[src/rtl/rdp_pkg.sv]
package rdp_pkg;
  typedef enum logic [1:0] {LVL0 = 2'd0, LVL1 = 2'd1, LVL2 = 2'd2} lvl_e;
  typedef enum logic [1:0] {CTX_USER = 2'd0, CTX_DEBUG = 2'd1, CTX_RAMBOOT = 2'd2, CTX_SYSBOOT = 2'd3} ctx_e;
  typedef enum logic [1:0] {RES_MAIN = 2'd0, RES_OPT = 2'd1, RES_BKP = 2'd2, RES_SRAM = 2'd3} res_e;
  typedef enum logic [1:0] {OP_READ = 2'd0, OP_PROG = 2'd1, OP_ERASE = 2'd2, OP_RSVD = 2'd3} op_e;
endpackage

[src/rtl/rdp_rst_sync.sv]
module rdp_rst_sync #(
  parameter int STAGES = 2
) (
  input  logic clk,
  input  logic rst_n,
  output logic rst_sync_n
);
  logic [STAGES-1:0] sync_q;

  always_ff @(posedge clk or negedge rst_n) begin
    if (!rst_n) sync_q <= '0;
    else        sync_q <= {sync_q[STAGES-2:0], 1'b1};
  end

  assign rst_sync_n = sync_q[STAGES-1];
endmodule

[src/rtl/rdp_decode.sv]
module rdp_decode
  import rdp_pkg::*;
#(
  parameter int              KEY_W    = 8,
  parameter logic [KEY_W-1:0] OPEN_KEY = 8'hAA,
  parameter logic [KEY_W-1:0] LOCK_KEY = 8'hCC
) (
  input  logic [KEY_W-1:0] key_i,
  input  logic [KEY_W-1:0] chk_i,
  output lvl_e             lvl_o
);
  localparam logic [KEY_W-1:0] OPEN_CHK = ~OPEN_KEY;
  localparam logic [KEY_W-1:0] LOCK_CHK = ~LOCK_KEY;

  always_comb begin
    if (key_i == OPEN_KEY && chk_i == OPEN_CHK)      lvl_o = LVL0;
    else if (key_i == LOCK_KEY && chk_i == LOCK_CHK) lvl_o = LVL2;
    else                                             lvl_o = LVL1;
  end
endmodule

[src/rtl/rdp_change.sv]
module rdp_change
  import rdp_pkg::*;
(
  input  logic clk,
  input  logic rst_n,
  input  logic reload_i,
  input  lvl_e store_lvl_i,
  input  logic prog_req_i,
  input  lvl_e prog_lvl_i,
  input  logic erase_done_i,
  output lvl_e level_o,
  output logic busy_o,
  output logic erase_req_o,
  output logic prog_ack_o,
  output logic prog_rej_o
);
  typedef enum logic {ST_IDLE = 1'b0, ST_ERASE = 1'b1} st_e;

  st_e  state_q, state_d;
  lvl_e level_q, level_d, shadow_q, shadow_d, tgt;
  logic loaded_q, loaded_d, vld_q, vld_d;
  logic erase_q, erase_d, ack_q, ack_d, rej_q, rej_d;
  logic lvl_en, shadow_en, need_erase;

  always_comb begin
    tgt = vld_q ? shadow_q : store_lvl_i;
    if (loaded_q && level_q == LVL2) tgt = LVL2;
    need_erase = loaded_q && (level_q == LVL1) && (tgt == LVL0);

    state_d   = state_q;
    level_d   = level_q;
    shadow_d  = shadow_q;
    loaded_d  = loaded_q;
    vld_d     = vld_q;
    erase_d   = 1'b0;
    ack_d     = 1'b0;
    rej_d     = 1'b0;
    lvl_en    = 1'b0;
    shadow_en = 1'b0;

    case (state_q)
      ST_IDLE: begin
        if (reload_i) begin
          vld_d    = 1'b0;
          loaded_d = 1'b1;
          rej_d    = prog_req_i;
          if (need_erase) begin
            state_d = ST_ERASE;
            erase_d = 1'b1;
          end else begin
            level_d = tgt;
            lvl_en  = 1'b1;
          end
        end else if (prog_req_i) begin
          if (level_q == LVL2 && prog_lvl_i != LVL2) begin
            rej_d = 1'b1;
          end else begin
            ack_d     = 1'b1;
            shadow_d  = prog_lvl_i;
            shadow_en = 1'b1;
            vld_d     = 1'b1;
          end
        end
      end
      default: begin
        rej_d = prog_req_i;
        if (erase_done_i) begin
          level_d = LVL0;
          lvl_en  = 1'b1;
          state_d = ST_IDLE;
        end
      end
    endcase
  end

  always_ff @(posedge clk or negedge rst_n) begin
    if (!rst_n) begin
      state_q  <= ST_IDLE;
      level_q  <= LVL1;
      shadow_q <= LVL1;
      loaded_q <= 1'b0;
      vld_q    <= 1'b0;
      erase_q  <= 1'b0;
      ack_q    <= 1'b0;
      rej_q    <= 1'b0;
    end else begin
      state_q  <= state_d;
      loaded_q <= loaded_d;
      vld_q    <= vld_d;
      erase_q  <= erase_d;
      ack_q    <= ack_d;
      rej_q    <= rej_d;
      if (lvl_en)    level_q  <= level_d;
      if (shadow_en) shadow_q <= shadow_d;
    end
  end

  assign level_o     = level_q;
  assign busy_o      = (state_q == ST_ERASE);
  assign erase_req_o = erase_q;
  assign prog_ack_o  = ack_q;
  assign prog_rej_o  = rej_q;


  erase_pulse_chk: assert property (@(posedge clk) disable iff (!rst_n)
    erase_req_o |=> !erase_req_o);

  erase_hold_chk: assert property (@(posedge clk) disable iff (!rst_n)
    busy_o |-> (level_q == LVL1));

  mid_run_chk: assert property (@(posedge clk) disable iff (!rst_n)
    (!reload_i && !busy_o) |=> $stable(level_q));

  lock_keep_chk: assert property (@(posedge clk) disable iff (!rst_n)
    (loaded_q && level_q == LVL2) |=> (level_q == LVL2));

  lock_rej_chk: assert property (@(posedge clk) disable iff (!rst_n)
    (prog_req_i && !reload_i && !busy_o && level_q == LVL2 && prog_lvl_i != LVL2) |=> prog_rej_o);

  ack_rej_chk: assert property (@(posedge clk) disable iff (!rst_n)
    !(prog_ack_o && prog_rej_o));
endmodule

[src/rtl/rdp_gate.sv]
module rdp_gate
  import rdp_pkg::*;
(
  input  logic clk,
  input  logic rst_n,
  input  lvl_e level_i,
  input  logic req_i,
  input  ctx_e ctx_i,
  input  res_e res_i,
  input  op_e  op_i,
  output logic grant_o,
  output logic err_o,
  output logic fault_o,
  output logic dbg_en_o,
  output logic ram_en_o,
  output logic sys_en_o
);
  logic allow, grant_d, err_d, fault_d;
  logic grant_q, err_q, fault_q;

  always_comb begin
    case (level_i)
      LVL0:    allow = 1'b1;
      LVL1:    allow = (ctx_i == CTX_USER) || (res_i == RES_OPT);
      default: allow = (ctx_i == CTX_USER) && ((res_i != RES_OPT) || (op_i == OP_READ));
    endcase
    grant_d = req_i && allow;
    err_d   = req_i && !allow;
    fault_d = err_d && (ctx_i != CTX_DEBUG);
  end

  always_ff @(posedge clk or negedge rst_n) begin
    if (!rst_n) begin
      grant_q <= 1'b0;
      err_q   <= 1'b0;
      fault_q <= 1'b0;
    end else begin
      grant_q <= grant_d;
      err_q   <= err_d;
      fault_q <= fault_d;
    end
  end

  assign grant_o  = grant_q;
  assign err_o    = err_q;
  assign fault_o  = fault_q;
  assign dbg_en_o = (level_i != LVL2);
  assign ram_en_o = (level_i != LVL2);
  assign sys_en_o = (level_i != LVL2);


  open_chk: assert property (@(posedge clk) disable iff (!rst_n)
    (req_i && level_i == LVL0) |=> (grant_o && !err_o && !fault_o));

  l1_block_chk: assert property (@(posedge clk) disable iff (!rst_n)
    (req_i && level_i == LVL1 && ctx_i != CTX_USER && res_i != RES_OPT) |=> err_o);

  excl_chk: assert property (@(posedge clk) disable iff (!rst_n)
    $onehot0({grant_o, err_o}));

  l2_opt_chk: assert property (@(posedge clk) disable iff (!rst_n)
    (req_i && level_i == LVL2 && res_i == RES_OPT && op_i != OP_READ) |=> (err_o && !grant_o));
endmodule

[src/rtl/rdp_level_ctrl.sv]
module rdp_level_ctrl
  import rdp_pkg::*;
#(
  parameter int               KEY_W    = 8,
  parameter logic [KEY_W-1:0] OPEN_KEY = 8'hAA,
  parameter logic [KEY_W-1:0] LOCK_KEY = 8'hCC
) (
  input  logic             clk,
  input  logic             rst_n,
  input  logic [KEY_W-1:0] opt_key_i,
  input  logic [KEY_W-1:0] opt_chk_i,
  input  logic             reload_i,
  input  logic             prog_req_i,
  input  logic [KEY_W-1:0] prog_key_i,
  input  logic [KEY_W-1:0] prog_chk_i,
  output logic             prog_ack_o,
  output logic             prog_rej_o,
  output logic             erase_req_o,
  input  logic             erase_done_i,
  output logic             busy_o,
  output logic [1:0]       level_o,
  input  logic             acc_req_i,
  input  logic [1:0]       acc_ctx_i,
  input  logic [1:0]       acc_res_i,
  input  logic [1:0]       acc_op_i,
  output logic             acc_grant_o,
  output logic             bus_err_o,
  output logic             fault_o,
  output logic             dbg_en_o,
  output logic             ram_boot_en_o,
  output logic             sys_boot_en_o
);
  logic rst_int_n;
  lvl_e store_lvl, prog_lvl, level;

  rdp_rst_sync #(.STAGES(2)) u_rst (
    .clk(clk), .rst_n(rst_n), .rst_sync_n(rst_int_n)
  );

  rdp_decode #(.KEY_W(KEY_W), .OPEN_KEY(OPEN_KEY), .LOCK_KEY(LOCK_KEY)) u_dec_store (
    .key_i(opt_key_i), .chk_i(opt_chk_i), .lvl_o(store_lvl)
  );

  rdp_decode #(.KEY_W(KEY_W), .OPEN_KEY(OPEN_KEY), .LOCK_KEY(LOCK_KEY)) u_dec_prog (
    .key_i(prog_key_i), .chk_i(prog_chk_i), .lvl_o(prog_lvl)
  );

  rdp_change u_change (
    .clk(clk), .rst_n(rst_int_n), .reload_i(reload_i), .store_lvl_i(store_lvl),
    .prog_req_i(prog_req_i), .prog_lvl_i(prog_lvl), .erase_done_i(erase_done_i),
    .level_o(level), .busy_o(busy_o), .erase_req_o(erase_req_o),
    .prog_ack_o(prog_ack_o), .prog_rej_o(prog_rej_o)
  );

  rdp_gate u_gate (
    .clk(clk), .rst_n(rst_int_n), .level_i(level), .req_i(acc_req_i),
    .ctx_i(ctx_e'(acc_ctx_i)), .res_i(res_e'(acc_res_i)), .op_i(op_e'(acc_op_i)),
    .grant_o(acc_grant_o), .err_o(bus_err_o), .fault_o(fault_o),
    .dbg_en_o(dbg_en_o), .ram_en_o(ram_boot_en_o), .sys_en_o(sys_boot_en_o)
  );

  assign level_o = level;
endmodule

[config.mk]
export PLATFORM = sky130hd
export DESIGN_NAME = rdp_level_ctrl
export DESIGN_NICKNAME = d
export VERILOG_FILES = /design/src/rtl/rdp_pkg.sv /design/src/rtl/rdp_rst_sync.sv /design/src/rtl/rdp_decode.sv /design/src/rtl/rdp_change.sv /design/src/rtl/rdp_gate.sv /design/src/rtl/rdp_level_ctrl.sv
export SDC_FILE = /design/constraint.sdc
export NUM_CORES = 1
export LEC_CHECK = 0
export ABC_AREA = 1
export CORE_MARGIN = 3
export CORE_UTILIZATION = 50
export DETAILED_ROUTE_END_ITERATION = 8
export DONT_BUFFER_PORTS = 1
export GPL_TIMING_DRIVEN = 0
export PLACE_DENSITY = 0.66
export SLEW_MARGIN = 20
export SYNTH_ARGS = -nofsm -noshare
export SYNTH_HDL_FRONTEND = slang
export SYNTH_HIERARCHICAL = 1
export SYNTH_SLANG_ARGS = --single-unit
export TNS_END_PERCENT = 1
[constraint.sdc]
create_clock -name clk -period 1.2 [get_ports clk]
set_clock_uncertainty 0.05 [all_clocks]
set_input_delay 0.06 -clock clk [delete_from_list [all_inputs] [get_ports clk]]
set_output_delay 0.06 -clock clk [all_outputs]
set_load 0.02 [all_outputs]
---- Word-level counts from Yosys, hierarchy flattened ----
Index checks and enable logic that the tools add are counted.
storage, ports and cells
  flip-flop bits (word level) ............. 15
  bits of input ports ..................... 44
  output and inout bits ................... 12
  logic and storage cells ................. 89
cells by class
  eq/ne operators ......................... 18
  mux-type cells .......................... 31
  bitwise gates (word level) .............. 3
  reduce and logical (&&, ||, !) cells .... 25
operator list
  cell                  count
  $eq A8 B8 Y1 const B  4
  $mux W1               20
  $mux W2               10
  $eq A8 B6 Y1 const B  2
  $eq A8 B7 Y1 const B  2
  $logic_and A1 B1 Y1   12
  $logic_not A2 Y1      4
  $ne A2 B2 Y1 const B  4
  $ne A2 B1 Y1 const B  3
  $reduce_and A5 Y1     1
  $eq A2 B1 Y1 const B  2
  $reduce_and A4 Y1     1
  $reduce_bool A2 Y1    2
  $not A1 Y1            3
  $reduce_and A3 Y1     1
  $eq A2 B2 Y1 const B  1
  $logic_or A1 B1 Y1    2
  $pmux W1 S2           1
  $reduce_and A2 Y1     1
  $logic_not A1 Y1      1

---- Logic depth before layout (Yosys ltp) ----
  depth after elaboration ................. 12
  mapped depth ............................ 13
  depth with buffers taken out ............ 13

---- Cells and area by module ----
Netlist, hierarchy kept.
by module, submodules not included
  module        instances  cells an instance  area an instance (um2)  seq. area each (um2)
  rdp_change    1          57                 467.9                   252.7
  rdp_decode    2          37                 146.4                   0.0
  rdp_gate      1          26                 193.9                   75.1
  rdp_rst_sync  1          3                  53.8                    50.0

---- Least setup slack after synthesis ----
No wires, ideal clock.
  path type ............................... register -> output
  start ................................... register u_change.level_q[1], in the netlist u_change/level_o[1]
  end ..................................... output ram_boot_en_o
  arrival ................................. 1.144 ns
  required time ........................... 1.090 ns
  setup slack ............................. -0.054 ns
  cell stages (with the launch flop) ...... 4
  path buffers ............................ 1
  cell sequence ........................... dfrtp_1 > clkinv_1 > or2_1 > buf_4
on the way
  cells in the longest elaborated chain, start to end .. 1
ends and longest elaborated chain
  item                    RTL line              text
  from (decl)             rdp_change.sv:20      lvl_e level_q, level_d, shadow_q, shadow_d, tgt;
  from (signal assigned)  rdp_change.sv:93      if (lvl_en) level_q <= level_d;
  $ne A2 B2 Y1            --
  to (decl)               rdp_level_ctrl.sv:30  output logic ram_boot_en_o,
Every way passes these cells.

---- Final worst setup path ----
Same ends and word-level chain as after synthesis.

==> metrics.txt <==
Setup WS post-layout -205 ps; gpl congestion 0.827; most frequent cell after synthesis nand2_1; Main synth FF type dfrtp_1; Net Sw Frac 42.3%; top post-synthesis cells by count 54 x nand2_1, 30 x inv_1, 23 x nor2_1, 13 x dfrtp_1, 7 x nor2_2; Worst setup EP type primary output; status finished with violations; Clock Sinks 15; Synth top area share 32.3%; routed len/inst 10.3 um; DRT Pass-1 Iters 6; clk_lat worst skew 280 ps; Synth Warn # 6; vias per cell 4.60; Max VDD drop 1010 uV; RSZ-0062 raised after global routing yes; CTS Buf Count 3; PortBufs 0; r2r setup slk -170 ps; worst hold-check path type in2reg; Fill cells 164; Worst setup endpoint ram_boot_en_o; FF/Latch Area 379 sq um; worst reg-to-reg path cell count 7; Int Power 1.02 mW; cell area after synthesis 1010 sq um; Starting Density 55.4%; failing checks negative setup slack; H-tree level count 1; Worst-Margin Slew 509 ps; data required time of the worst path 1090 ps; ys async rst share 100%; combinational share of power 34.1%; power share of the clock group 16.2%; fmax 712 MHz; sequential element share of the synthesized area 37.5%; Critical Path Source Type flop; hpwl dp 1.58 mm; area grow syn2layout 20.0%; DRC 0; clk buf depth 2; Hold WS 12.8 ps; #FFs+latches synth 15; grt ovf 0; Core ar. 1820 sq um; largest net degree at the start of global routing 14; 1st-iter DRT viols 5; Hold Fails Final Rpt 0; post-synth net total 204; Data arrival, critical path 1300 ps; nets 221; share of layout cells above drive strength 1 17.6%; die height 50.9 um; Netlist cell types 20; Max-Cap Viols 0; average cell area after synthesis 6.30 sq um; Crit Path Class reg2out; Power Dens Cells 1460 nW/um^2; area leader, netlist dfrtp_1; total track usage 17.4%; setup total negative slack -1040 ps; initial antenna violation count 0; reg-to-reg endpoint u_change/level_o[1]$_DFFE_PN0P_; ratio of final minimum period to clock period 117%; Post-synth EDFFs 0; total die area 2590 sq um; via count of the routed design 924; area of the multi-input gates 495 sq um; Min Clock Period, post-route 1410 ps; TritonCTS clock tree yes; Non-Filler Instances 201; routed wire length 2.06 mm; Core Rows 15; clk root buf clkbuf_4; Seq pwr share 49.7%; Cells after DPL 185; max_slew headroom 66.1%; final core area utilization 66.5%; Synth area leaders dfrtp_1 32%, nand2_1 20%, inv_1 11%; I/O pin count 56; Worst setup startpoint u_change/level_o[1]$_DFFE_PN0P_; LEAKAGE 0.659 nW; Reg-to-Reg Start u_change/level_o[0]$_DFFE_PN1P_; Ant. Diodes 0; sw power 0.745 mW; Slew Limit Fails 0; Final setup viols 10; number of global-route vias before repair 921; Cells after Synth 160; first-pass GRT wire length 3.42 mm; number of antenna-violating nets in the routed design 0; CP max FO 6; Die W 50.9 um; Reg clk slew, reported paths 90 ps
==> sequential cells by signal, indices dropped and copies added (netlist names) <==
| name | flops |
|---|---|
| u_gate/err_o | 1 |
| u_change/prog_ack_o | 1 |
| u_gate/fault_o | 1 |
| u_rst/sync_q | 2 |
| u_change/busy_o | 1 |
| u_change/erase_req_o | 1 |
| u_change/shadow_q | 2 |
| u_change/vld_q | 1 |
| u_change/level_o | 2 |
| u_gate/grant_o | 1 |
| u_change/loaded_q | 1 |
| u_change/prog_rej_o | 1 |
==> worst min-delay path by stage <==
stage / start / endpoint / slack (ps) / cells past startpoint
floorplan: rst_n / u_rst/sync_q[0]$_DFF_PN0_ / -290 / 0
global placement: rst_n / u_rst/sync_q[0]$_DFF_PN0_ / -290 / 0
detailed placement: rst_n / u_rst/sync_q[0]$_DFF_PN0_ / -290 / 0
CTS: acc_res_i[1] / u_gate/grant_o$_DFF_PN0_ / 5 / 5
global route: acc_res_i[1] / u_gate/grant_o$_DFF_PN0_ / 30 / 5
finish: acc_res_i[1] / u_gate/grant_o$_DFF_PN0_ / 10 / 5
==> critical path: stages (launching register included) <==
cell and delay (ps):
dfrtp_2 500, clkinv_2 90, or2_4 280, buf_6 140
==> stage by stage <==
step           setup WS, ps  total power, mW  instance area, sq um
3_3_place_gp          -96.0             1.37                  1040
3_5_place_dp           -110             1.39                  1040
6_report               -205             1.76                  1210
2_1_floorplan         -9.90             1.29                  1010
5_1_grt                -262             1.90                  1210
4_1_cts                -206             1.76                  1200
==> power groups by stage <==
stage / logic [mW] / clock network, mW / registers [mW]
2_1_floorplan: 0.440 / 0 / 0.851
6_report: 0.601 / 0.285 / 0.877
3_5_place_dp: 0.511 / 0 / 0.882
3_3_place_gp: 0.487 / 0 / 0.881
4_1_cts: 0.583 / 0.301 / 0.878
5_1_grt: 0.668 / 0.331 / 0.898
==> routing by layer <==
layer,global-route usage (%),vias up,part of all wire [%]
li1,-,490,-
met5,0,-,0
met3,8.45,0,9.4
met1,16.5,398,37
met4,1.35,0,0
met2,34.1,36,53
==> final cells by class <==
| type | count | share of cell area, % |
|---|---|---|
| repair buffers | 12 | 9.72 |
| well taps | 25 | 2.59 |
| plain buffers | 2 | 1.86 |
| multi-input cells | 107 | 41.0 |
| flip-flops and latches | 15 | 31.3 |
| clock inverters | 1 | 0.414 |
| clock buffers | 3 | 1.86 |
| inverters | 36 | 11.3 |
==> layout by cell type (no fill, tap or decap), drive strengths merged <==
cell	synthesis	layout
nand2	57	57
inv	34	34
nor2	31	31
dfrtp	13	13
dlygate4sd3	0	11
nand3	8	8
clkbuf	0	3
o21ai	3	3
clkinv	2	3
buf	2	3
dfstp	2	2
nor2b	2	2
or2	2	2
a21boi	1	1
o22ai	1	1
a21oi	1	1
conb	1	1
==> kinds of logic (layout without fill, tap and decap cells) <==
logic type | after synthesis | count (layout) | share of synthesized area (%)
flip-flops | 15 | 15 | 37.5
buffers and inverters | 38 | 54 | 14.9
other | 1 | 1 | 0.372
AO/OA/AOI/OAI | 6 | 6 | 3.35
AND/OR/NAND/NOR | 100 | 100 | 43.9
==> what timing repair did <==
item                                    4_1_cts  5_1_grt
hold buffers                                 11        0
gates resized for setup                       4        2
setup buffers                                 1        0
pin swaps                                     2        2
hold endpoints to repair                     12        0
endpoints found under the setup margin       11       11
Note: power is estimated with default switching activity, not from simulation.
